==> src/rtl/dram_sched_pkg.sv <==
package dram_sched_pkg;

    typedef enum logic [2:0] {
        CMD_NOP = 3'd0,
        CMD_ACT = 3'd1,
        CMD_RD  = 3'd2,
        CMD_WR  = 3'd3,
        CMD_PRE = 3'd4
    } dram_cmd_e;

    typedef enum logic {
        BK_IDLE = 1'b0,
        BK_OPEN = 1'b1
    } bank_st_e;

    // Write data end to read command turnaround
    function automatic int unsigned wr_to_rd(int unsigned wl, int unsigned bl, int unsigned cdlr);
        return wl + bl / 2 + cdlr;
    endfunction

    // Write data end to precharge in the same bank
    function automatic int unsigned wr_to_pre(int unsigned wl, int unsigned bl, int unsigned wr);
        return wl + bl / 2 + wr;
    endfunction

    // Read to write bus turnaround
    function automatic int unsigned rd_to_wr(int unsigned cl, int unsigned bl, int unsigned wl);
        return (cl + bl / 2 + 2 > wl) ? cl + bl / 2 + 2 - wl : 0;
    endfunction

    // Activate to write, shortened by the write latency
    function automatic int unsigned act_to_wr(int unsigned rcd, int unsigned wl);
        return (rcd > wl + 1) ? rcd - (wl + 1) : 0;
    endfunction

    // A gap of N cycles is held by loading N-1 on issue
    function automatic int unsigned reload(int unsigned gap);
        return (gap == 0) ? 0 : gap - 1;
    endfunction

endpackage

==> src/rtl/dram_bank_ctx.sv <==
module dram_bank_ctx
    import dram_sched_pkg::*;
#(
    parameter int unsigned ROW_W   = 12,
    parameter int unsigned TMR_W   = 8,
    parameter int unsigned T_RCD   = 12,
    parameter int unsigned T_RCDWR = 7,
    parameter int unsigned T_RAS   = 21,
    parameter int unsigned T_RP    = 13,
    parameter int unsigned T_RC    = 34,
    parameter int unsigned T_WTP   = 19
) (
    input  logic             clk,
    input  logic             rst,
    input  logic             req_valid,
    input  logic             req_write,
    input  logic [ROW_W-1:0] req_row,
    input  logic             rd_ok,
    input  logic             wr_ok,
    input  logic             act_ok,
    input  logic             do_act,
    input  logic             do_rd,
    input  logic             do_wr,
    input  logic             do_pre,
    output logic             col_req,
    output logic             col_wr,
    output logic             row_req,
    output logic             row_act,
    output logic [ROW_W-1:0] open_row
);

    localparam logic [TMR_W-1:0] LD_RCD   = TMR_W'(reload(T_RCD));
    localparam logic [TMR_W-1:0] LD_RCDWR = TMR_W'(reload(T_RCDWR));
    localparam logic [TMR_W-1:0] LD_RAS   = TMR_W'(reload(T_RAS));
    localparam logic [TMR_W-1:0] LD_RP    = TMR_W'(reload(T_RP));
    localparam logic [TMR_W-1:0] LD_RC    = TMR_W'(reload(T_RC));
    localparam logic [TMR_W-1:0] LD_WTP   = TMR_W'(reload(T_WTP));

    bank_st_e         st_q;
    logic [ROW_W-1:0] row_q;
    logic [TMR_W-1:0] rcd_q, rcdwr_q, ras_q, rp_q, rc_q, wtp_q;
    logic             hit, act_go, pre_go;

    function automatic logic [TMR_W-1:0] tick(input logic [TMR_W-1:0] v);
        return (v != '0) ? v - 1'b1 : v;
    endfunction

    always_comb begin
        hit     = (st_q == BK_OPEN) && (row_q == req_row);
        col_req = req_valid && hit &&
                  (req_write ? (rcdwr_q == '0 && wr_ok) : (rcd_q == '0 && rd_ok));
        col_wr  = req_write;
        act_go  = req_valid && (st_q == BK_IDLE) && (rp_q == '0) && (rc_q == '0) && act_ok;
        pre_go  = req_valid && (st_q == BK_OPEN) && (row_q != req_row) &&
                  (ras_q == '0) && (wtp_q == '0);
        row_req = act_go || pre_go;
        row_act = act_go;
    end

    assign open_row = row_q;

    always_ff @(posedge clk) begin
        if (rst) begin
            st_q    <= BK_IDLE;
            row_q   <= '0;
            rcd_q   <= '0;
            rcdwr_q <= '0;
            ras_q   <= '0;
            rp_q    <= '0;
            rc_q    <= '0;
            wtp_q   <= '0;
        end else begin
            rcd_q   <= do_act ? LD_RCD   : tick(rcd_q);
            rcdwr_q <= do_act ? LD_RCDWR : tick(rcdwr_q);
            ras_q   <= do_act ? LD_RAS   : tick(ras_q);
            rc_q    <= do_act ? LD_RC    : tick(rc_q);
            rp_q    <= do_pre ? LD_RP    : tick(rp_q);
            wtp_q   <= do_wr  ? LD_WTP   : tick(wtp_q);
            if (do_act) begin
                st_q  <= BK_OPEN;
                row_q <= req_row;
            end else if (do_pre) begin
                st_q  <= BK_IDLE;
            end
        end
    end

    assert_act_idle_R3: assert property (@(posedge clk) disable iff (rst)
        do_act |-> (st_q == BK_IDLE && rp_q == '0 && rc_q == '0));

    assert_col_hit_R4: assert property (@(posedge clk) disable iff (rst)
        (do_rd || do_wr) |-> (st_q == BK_OPEN && row_q == req_row));

    assert_pre_timers_R6: assert property (@(posedge clk) disable iff (rst)
        do_pre |-> (st_q == BK_OPEN && ras_q == '0 && wtp_q == '0));

    assert_pre_closes_R6: assert property (@(posedge clk) disable iff (rst)
        do_pre |=> (st_q == BK_IDLE));

    assert_act_opens_R3: assert property (@(posedge clk) disable iff (rst)
        do_act |=> (st_q == BK_OPEN && row_q == $past(req_row)));

endmodule

==> src/rtl/dram_chan_timers.sv <==
module dram_chan_timers
    import dram_sched_pkg::*;
#(
    parameter int unsigned TMR_W = 8,
    parameter int unsigned T_CCD = 2,
    parameter int unsigned T_RRD = 8,
    parameter int unsigned T_WTR = 11,
    parameter int unsigned T_RTW = 9
) (
    input  logic clk,
    input  logic rst,
    input  logic any_act,
    input  logic any_rd,
    input  logic any_wr,
    output logic rd_ok,
    output logic wr_ok,
    output logic act_ok
);

    localparam logic [TMR_W-1:0] LD_CCD = TMR_W'(reload(T_CCD));
    localparam logic [TMR_W-1:0] LD_RRD = TMR_W'(reload(T_RRD));
    localparam logic [TMR_W-1:0] LD_WTR = TMR_W'(reload(T_WTR));
    localparam logic [TMR_W-1:0] LD_RTW = TMR_W'(reload(T_RTW));

    logic [TMR_W-1:0] ccd_q, rrd_q, wtr_q, rtw_q;

    function automatic logic [TMR_W-1:0] tick(input logic [TMR_W-1:0] v);
        return (v != '0) ? v - 1'b1 : v;
    endfunction

    assign rd_ok  = (ccd_q == '0) && (wtr_q == '0);
    assign wr_ok  = (ccd_q == '0) && (rtw_q == '0);
    assign act_ok = (rrd_q == '0);

    always_ff @(posedge clk) begin
        if (rst) begin
            ccd_q <= '0;
            rrd_q <= '0;
            wtr_q <= '0;
            rtw_q <= '0;
        end else begin
            ccd_q <= (any_rd || any_wr) ? LD_CCD : tick(ccd_q);
            rrd_q <= any_act ? LD_RRD : tick(rrd_q);
            wtr_q <= any_wr  ? LD_WTR : tick(wtr_q);
            rtw_q <= any_rd  ? LD_RTW : tick(rtw_q);
        end
    end

    assert_rd_spacing_R4: assert property (@(posedge clk) disable iff (rst)
        any_rd |-> (wtr_q == '0 && ccd_q == '0));

    assert_wr_spacing_R5: assert property (@(posedge clk) disable iff (rst)
        any_wr |-> (rtw_q == '0 && ccd_q == '0));

    assert_act_spacing_R3: assert property (@(posedge clk) disable iff (rst)
        any_act |-> (rrd_q == '0));

    assert_one_column_R2: assert property (@(posedge clk) disable iff (rst)
        !(any_rd && any_wr));

endmodule

==> src/rtl/dram_rr_pick.sv <==
module dram_rr_pick #(
    parameter int unsigned N     = 4,
    parameter int unsigned IDX_W = 2
) (
    input  logic [N-1:0]     req,
    input  logic [IDX_W-1:0] last,
    output logic             found,
    output logic [IDX_W-1:0] pick
);

    int cand;

    always_comb begin
        found = 1'b0;
        pick  = last;
        cand  = 0;
        for (int off = 1; off <= int'(N); off++) begin
            cand = int'(last) + off;
            if (cand >= int'(N)) cand = cand - int'(N);
            if (!found && req[IDX_W'(cand)]) begin
                found = 1'b1;
                pick  = IDX_W'(cand);
            end
        end
    end

endmodule

==> src/rtl/dram_bank_sched.sv <==
module dram_bank_sched
    import dram_sched_pkg::*;
#(
    parameter int unsigned NUM_BANKS = 4,
    parameter int unsigned ROW_W     = 12,
    parameter int unsigned TMR_W     = 8,
    parameter int unsigned T_CCD     = 2,
    parameter int unsigned T_RRD     = 8,
    parameter int unsigned T_RCD     = 12,
    parameter int unsigned T_RAS     = 21,
    parameter int unsigned T_RP      = 13,
    parameter int unsigned T_RC      = 34,
    parameter int unsigned T_CL      = 9,
    parameter int unsigned T_WL      = 4,
    parameter int unsigned T_CDLR    = 5,
    parameter int unsigned T_WR      = 13,
    parameter int unsigned BURST_LEN = 4,
    localparam int unsigned BANK_IDX_W = (NUM_BANKS > 1) ? $clog2(NUM_BANKS) : 1
) (
    input  logic                       clk,
    input  logic                       rst,
    input  logic [NUM_BANKS-1:0]       req_valid,
    input  logic [NUM_BANKS-1:0]       req_write,
    input  logic [NUM_BANKS*ROW_W-1:0] req_row,
    output logic [2:0]                 cmd_kind,
    output logic [BANK_IDX_W-1:0]      cmd_bank,
    output logic [ROW_W-1:0]           cmd_row
);

    localparam int unsigned T_WTR   = wr_to_rd(T_WL, BURST_LEN, T_CDLR);
    localparam int unsigned T_WTP   = wr_to_pre(T_WL, BURST_LEN, T_WR);
    localparam int unsigned T_RTW   = rd_to_wr(T_CL, BURST_LEN, T_WL);
    localparam int unsigned T_RCDWR = act_to_wr(T_RCD, T_WL);

    logic [NUM_BANKS-1:0]  col_req, col_wr, row_req, row_act;
    logic [NUM_BANKS-1:0]  do_act, do_rd, do_wr, do_pre;
    logic [ROW_W-1:0]      open_row [NUM_BANKS];
    logic                  rd_ok, wr_ok, act_ok;
    logic                  col_found, row_found;
    logic [BANK_IDX_W-1:0] col_pick, row_pick, sel_c, last_q;
    dram_cmd_e             kind_c;

    generate
        for (genvar b = 0; b < NUM_BANKS; b++) begin : g_bank
            assign do_act[b] = (kind_c == CMD_ACT) && (sel_c == BANK_IDX_W'(b));
            assign do_rd[b]  = (kind_c == CMD_RD)  && (sel_c == BANK_IDX_W'(b));
            assign do_wr[b]  = (kind_c == CMD_WR)  && (sel_c == BANK_IDX_W'(b));
            assign do_pre[b] = (kind_c == CMD_PRE) && (sel_c == BANK_IDX_W'(b));

            dram_bank_ctx #(
                .ROW_W(ROW_W), .TMR_W(TMR_W), .T_RCD(T_RCD), .T_RCDWR(T_RCDWR),
                .T_RAS(T_RAS), .T_RP(T_RP), .T_RC(T_RC), .T_WTP(T_WTP)
            ) u_bank (
                .clk(clk), .rst(rst),
                .req_valid(req_valid[b]), .req_write(req_write[b]),
                .req_row(req_row[b*ROW_W +: ROW_W]),
                .rd_ok(rd_ok), .wr_ok(wr_ok), .act_ok(act_ok),
                .do_act(do_act[b]), .do_rd(do_rd[b]), .do_wr(do_wr[b]), .do_pre(do_pre[b]),
                .col_req(col_req[b]), .col_wr(col_wr[b]),
                .row_req(row_req[b]), .row_act(row_act[b]),
                .open_row(open_row[b])
            );
        end
    endgenerate

    dram_chan_timers #(
        .TMR_W(TMR_W), .T_CCD(T_CCD), .T_RRD(T_RRD), .T_WTR(T_WTR), .T_RTW(T_RTW)
    ) u_chan (
        .clk(clk), .rst(rst),
        .any_act(|do_act), .any_rd(|do_rd), .any_wr(|do_wr),
        .rd_ok(rd_ok), .wr_ok(wr_ok), .act_ok(act_ok)
    );

    dram_rr_pick #(.N(NUM_BANKS), .IDX_W(BANK_IDX_W)) u_col_pick (
        .req(col_req), .last(last_q), .found(col_found), .pick(col_pick)
    );

    dram_rr_pick #(.N(NUM_BANKS), .IDX_W(BANK_IDX_W)) u_row_pick (
        .req(row_req), .last(last_q), .found(row_found), .pick(row_pick)
    );

    always_comb begin
        kind_c = CMD_NOP;
        sel_c  = '0;
        if (!rst) begin
            if (col_found) begin
                sel_c  = col_pick;
                kind_c = col_wr[col_pick] ? CMD_WR : CMD_RD;
            end else if (row_found) begin
                sel_c  = row_pick;
                kind_c = row_act[row_pick] ? CMD_ACT : CMD_PRE;
            end
        end
    end

    assign cmd_kind = kind_c;
    assign cmd_bank = sel_c;
    assign cmd_row  = (kind_c == CMD_PRE) ? open_row[sel_c] : req_row[sel_c*ROW_W +: ROW_W];

    always_ff @(posedge clk) begin
        if (rst) begin
            last_q <= BANK_IDX_W'(NUM_BANKS - 1);
        end else if (kind_c != CMD_NOP) begin
            last_q <= sel_c;
        end
    end

    assert_single_issue_R2: assert property (@(posedge clk) disable iff (rst)
        $onehot0(do_act | do_rd | do_wr | do_pre));

    assert_issue_has_req_R2: assert property (@(posedge clk) disable iff (rst)
        ((do_act | do_rd | do_wr | do_pre) & ~req_valid) == '0);

    assert_column_first_R7: assert property (@(posedge clk) disable iff (rst)
        ((|do_act) || (|do_pre)) |-> (col_req == '0));

endmodule

==> config.mk <==
export PLATFORM = sky130hd
export DESIGN_NAME = dram_bank_sched
export DESIGN_NICKNAME = d
export VERILOG_FILES = /design/src/rtl/dram_sched_pkg.sv /design/src/rtl/dram_bank_ctx.sv /design/src/rtl/dram_chan_timers.sv /design/src/rtl/dram_rr_pick.sv /design/src/rtl/dram_bank_sched.sv
export SDC_FILE = /design/constraint.sdc
export NUM_CORES = 1
export LEC_CHECK = 0
export CAP_MARGIN = 20
export CORE_ASPECT_RATIO = 0.8
export CORE_MARGIN = 1
export CORE_UTILIZATION = 25
export CTS_CLUSTER_DIAMETER = 150
export DETAILED_ROUTE_END_ITERATION = 7
export SYNTH_ARGS = -nofsm -noshare
export SYNTH_HDL_FRONTEND = slang
export SYNTH_SLANG_ARGS = --single-unit
==> constraint.sdc <==
create_clock -name clk -period 8.1 [get_ports clk]
set_clock_uncertainty 0.2 [all_clocks]
set_input_delay 1.215 -clock clk [delete_from_list [all_inputs] [get_ports clk]]
set_output_delay 1.215 -clock clk [all_outputs]
set_load 0.01 [all_outputs]
# Word-level counts from Yosys, hierarchy flattened
# Cells that the tools add are included.
totals:
  output_inout_bits: 17
  wordCells: 458
  register_bits: 278
op_classes:
  multipliers: 1
  bitwise_logic: 5
  n_lt_le_gt_ge: 11
  n_reduce_logical: 196
  addsub: 36
  n_eq_ne: 15
  muxes: 128
  shift: 1
op_table:
  columns: ["op", "n"]
  rows:
  - ["8-bit logical NOT", 28]
  - ["8-bit nonzero test", 28]
  - ["8-bit by 1-bit subtractor with 8-bit output, second input constant", 28]
  - ["4-bit 2-to-1 mux", 20]
  - ["5-bit 2-to-1 mux", 16]
  - ["1-bit logical AND", 76]
  - ["2-bit nonzero test", 32]
  - ["12-bit == test", 4]
  - ["6-bit 2-to-1 mux", 8]
  - ["12-bit inequality test", 4]
  - ["48-bit by 7-bit indexed part select with 12-bit output", 1]
  - ["3-bit 2-to-1 mux", 14]
  - ["1-bit 2-to-1 mux", 41]
  - ["12-bit 2-to-1 mux", 3]
  - ["2-bit 2-to-1 mux", 15]
  - ["2-bit OR reduction", 13]
  - ["12-bit binary-select mux with 2-bit select", 1]
  - ["1-bit binary-select mux with 2-bit select", 10]
  - ["2-bit by 4-bit < comparator with 1-bit output, second input constant", 4]
  - ["5-bit OR reduction", 3]
  - ["3-bit >= comparator, second input constant", 4]
  - ["4-bit OR reduction", 3]
  - ["2-bit by 1-bit subtractor with 2-bit output, second input constant", 4]
  - ["2-bit by 2-bit adder with 3-bit output, second input constant", 2]
  - ["other kinds (16)", 31]

# Depth between registers and ports, before layout
depth:
  word_depth: 30
  depth_mapped: 16
  ltp_nobuf: 13

# Hierarchy
# Synthesis repeated with hierarchy kept, for this count alone.
hier_totals:
  cells_unflattened: 1692
  area_unflattened_um2: 14458.9
by_module_without_submodules:
  columns: ["mod", "cells_per_inst", "n_inst", "area_per_inst_um2"]
  rows:
  - ["dram_bank_ctx", 323, 4, 2896.5]
  - ["dram_chan_timers", 194, 1, 1656.6]
  - ["dram_bank_sched", 178, 1, 1051.0]
  - ["dram_rr_pick", 14, 2, 82.6]

# Least setup slack after synthesis
# Ideal clock, no wire load.
synth_path:
  kind: "input to output"
  from: "input port req_row[9]"
  to: "output port cmd_row[9]"
  required_time_ns: 6.685
  path_slack_ns: 2.563
  t_arrival_ns: 4.122
  path_buffers: 3
  path_stages: 13
  path_cell_list: "xnor2_1 > nand4_1 > nor3_1 > o41ai_2 > o221a_2 > a211o_1 > mux2i_1 > and2b_1 > buf_4 > buf_6 > buf_6 > mux2_2 > mux2i_1"
synth_via:
  elab_chain_len: 26
  elab_cells_between_ends: 81
  cone_classes: "mul (1); eq/ne (3); shift (1); mux (56); bitwise (1); reduce/logical (19)"
synth_rtl:
  columns: ["item", "line_no", "source"]
  rows:
  - ["from (decl)", "dram_bank_sched.sv:24", "input logic [NUM_BANKS*ROW_W-1:0] req_row,"]
  - ["parallel branches: the longest is 25 deep, another holds 12-bit inequality test", null, null]
  - ["12-bit 2-to-1 mux (*)", "dram_bank_sched.sv:98", "assign cmd_row = (kind_c == CMD_PRE) ? open_row[sel_c] : req_row[sel_c*ROW_W +: ROW_W];"]
  - ["to (decl)", "dram_bank_sched.sv:27", "output logic [ROW_W-1:0] cmd_row"]
# Mark *: on every way between the ends. The select of a mux whose other input is x is not followed.

# Worst setup path after layout
layout_path:
  from: "input port req_row[40]"
  to: "output port cmd_row[0]"
# The elaborated chain is that of the path after synthesis.

==> summary.md <==
| Metric | Value |
|---|---|
| Worst relative slew slack | 0.3174 |
| Initial Util | 0.2540 |
| Port Buffers | 74 |
| Most frequent cell after synthesis | dfxtp_1 |
| Synth top area share | 0.3750 |
| Die area | 60350 sq um |
| Worst min-delay path category | reg2reg |
| Post-CTS sizing | 0 |
| Outcome | finished with violations |
| RSZ-0062 raised after global routing | false |
| CP Cell Sequence | clkdlybuf4s50_1 > xor2_1 > nor4_1 > nand3_1 > a211oi_1 > a2bb2oi_1 > o21ai_1 > o21ai_1 > a21oi_4 > mux2_2 > a221oi_1 > mux2i_1 > clkdlybuf4s50_1 |
| Fin area | 17440 sq um |
| Hold_ws | 296.5 ps |
| Peak supply drop | 0.1826 mV |
| DP Wirelength | 27.93 mm |
| Total track usage | 0.1276 |
| Initial antenna violation count | 6 |
| Synth cell count leaders | dfxtp_1 (278), nor3_1 (168), nand2_1 (158), xnor2_1 (153), nor2_1 (128) |
| Largest net degree at the start of global routing | 90 |
| Worst Tran Pin Value | 1010 ps |
| Drt pass-1 iters | 8 |
| Layout cell share with drive strength beyond 1 | 0.07434 |
| Pwr/cell area | 399.5 nW/um^2 |
| DR vias/cell | 4.850 |
| Routability cong. | 0.9428 |
| Clk pwr share | 0.208 |
| CTS Buffer Depth | 3 |
| Failing checks | design-rule violations |
| Distinct cells, synth | 83 |
| Via count | 12430 |
| Switching share of total power | 0.3959 |
| Core Footprint | 58420 sq um |
| TritonCTS Buffers | 31 |
| Number of cell rows | 79 |
| Max_cap viols | 0 |
| Synth warnings | 0 |
| CP Class | in2out |
| CTS tree | yes |
| Worst EP required | 6680 ps |
| Final count of negative-setup-slack endpoints | 0 |
| CP max stage cell | a21oi_4 |
| CP startpoint | req_row[40] |
| First DRT Iteration DRCs | 908 |
| CP Max Fanout | 19 |
| Data arrival, critical path | 6460 ps |
| Nets | 1881 |
| Synth Instances | 1709 |
| Crit. End Element | output pin |
| Syn_nets | 1823 |
| Max Clk Rate | 127.0 MHz |
| Crit share post-route | 0.9723 |
| Root Buffer | clkbuf_16 |
| Synthesis-to-finish area growth | 17.49% |
| H-tree levels | 1 |
| Post-synth EDFFs | 0 |
| Top post-synthesis cells by area | dfxtp_1 (38%), xnor2_1 (9.0%), nor3_1 (5.7%) |
| Hold Startpoint | u_chan.ccd_q[3]$_SDFFE_PP0P_ |
| Synth Register Bits | 278 |
| Ys async rst share | 0 |
| Die extent in x | 274.4 microns |
| Fill count | 6052 |
| CTS Sinks | 278 |
| Internal power | 0.004209 W |
| Combinational share of power | 0.461 |
| Sw Pwr | 0.002758 W |
| Placed insts | 2502 |
| Seq/Total Area, Yosys | 0.3750 |
| Count of final hold-check violations | 0 |
| CP peak stage delay | 720 ps |
| Clock transition at the registers of the reported paths | 60 ps |
| Post-route ant nets | 0 |
| Most frequently used flop master after synthesis | dfxtp_1 |
| First-pass GRT wire length | 63.14 mm |
| Fin cells | 2562 |
| Later-pin clock latency in the skew report | 610 ps |
| Final Power | 0.006967 W |
| Placed Area | 16370 sq um |
| Mapped Area | 14840 sq um |
| Min Tclk post-route | 7876 ps |
| Fin Setup TNS | 0 ps |
| Hold_buf cts | 0 |
| Syn avg cell area | 8.684 sq um |
| DR WL/cell | 15.16 microns |
| Reg power frac | 0.331 |
| Static Leak | 6.376 nW |
| Overflow after GRT | 0 |
| Number of global-route vias before repair | 12080 |
| Slew Viols, Final | 0 |
| Leading area contributor after synthesis | dfxtp_1 |
| Reg2reg start | u_chan.wtr_q[3]$_SDFFE_PP0P_ |
| Die H | 219.9 microns |
| Final routed DRC violation total | 6 |
| Startpoint Class | input port |
| Ports | 75 |
| WL final | 38.84 mm |
| Postcts setup bufs | 0 |
routing by layer:
layer  wire, microns  GRT usage
met5              12          0
met4             977    0.03796
met3            2769    0.02790
met2           16750     0.1970
met1           18330     0.1765
cells by family (layout without fill, tap and decap cells):
family                     after synthesis  after routing  share of synthesized area
xor gates and xnor gates               227            227                     0.1340
AOI/OAI and AO/OA                      227            227                    0.09814
and+or+nand+nor                        726            726                     0.2587
muxes                                   42             42                    0.04291
buffers and inverters                  153            233                    0.04401
adders and majority gates               56             56                    0.04721
other                                    0              4                          0
DFF                                    278            278                     0.3750
layout make-up:
class                   count  area (sq um)  share of cell area
inverters                  83         311.5             0.01787
repair buffers             95         895.9             0.05138
clock inverters            12         153.9            0.008826
flip-flops and latches    278          5565              0.3192
multi-input cells        1278          8647              0.4959
clock buffers              43         890.9             0.05109
well taps                 769         962.2             0.05518
diodes                      4         10.01           0.0005741
cells in the final DEF, fill, tap and decap left out, drive strengths merged, types with 18 or more instances in the layout:
cell type / count
a21oi: 80
and3: 18
buf: 22
clkbuf: 43
clkdlybuf4s50: 73
dfxtp: 278
ha: 56
inv: 84
nand2: 159
nand2b: 49
nand3: 27
nand3b: 18
nor2: 128
nor3: 169
nor4: 47
nor4b: 20
o21ai: 62
or4: 20
xnor2: 153
xor2: 74
flip-flops by register name, indices dropped and copies added, names as in the netlist:
signal                  flops
u_chan.wtr_q                8
last_q                      2
g_bank.u_bank.open_row     48
g_bank.u_bank.rcdwr_q      32
u_chan.rrd_q                8
u_chan.ccd_q                8
g_bank.u_bank.ras_q        32
g_bank.u_bank.st_q          4
u_chan.rtw_q                8
g_bank.u_bank.rp_q         32
g_bank.u_bank.rc_q         32
g_bank.u_bank.rcd_q        32
g_bank.u_bank.wtp_q        32
stage by stage:
stage	setup slack, ps	utilization
floorplan	2563	-
global placement	571.0	0.2803
detailed placement	520.3	0.2803
CTS	434.7	0.2982
global route	144.7	0.2984
finish	224.3	0.2985
power by group through the flow:
stage               clock (W)  combinational [W]  sequential (W)
floorplan                   0            0.00260         0.00222
global placement            0            0.00307         0.00230
detailed placement          0            0.00319         0.00232
CTS                   0.00149            0.00322         0.00230
global route          0.00155            0.00364         0.00237
finish                0.00145            0.00321         0.00231
worst paths after layout:
check	end	slack [ps]	depth (start not counted)
min	u_chan.ccd_q[3]$_SDFFE_PP0P_	300	2
min reg2reg	u_chan.ccd_q[3]$_SDFFE_PP0P_	300	2
max reg2reg	g_bank[1].u_bank.rcdwr_q[6]$_SDFFE_PP0P_	2610	12
max	cmd_row[0]	220	13
critical path: cells and delay by family:
family	cells	cell delay, ps
xor gates and xnor gates	1	190
and+or+nand+nor	2	1150
muxes	2	610
AOI/OAI and AO/OA	6	2230
buffers and inverters	2	1040
Power figures use the tool's default switching activity.
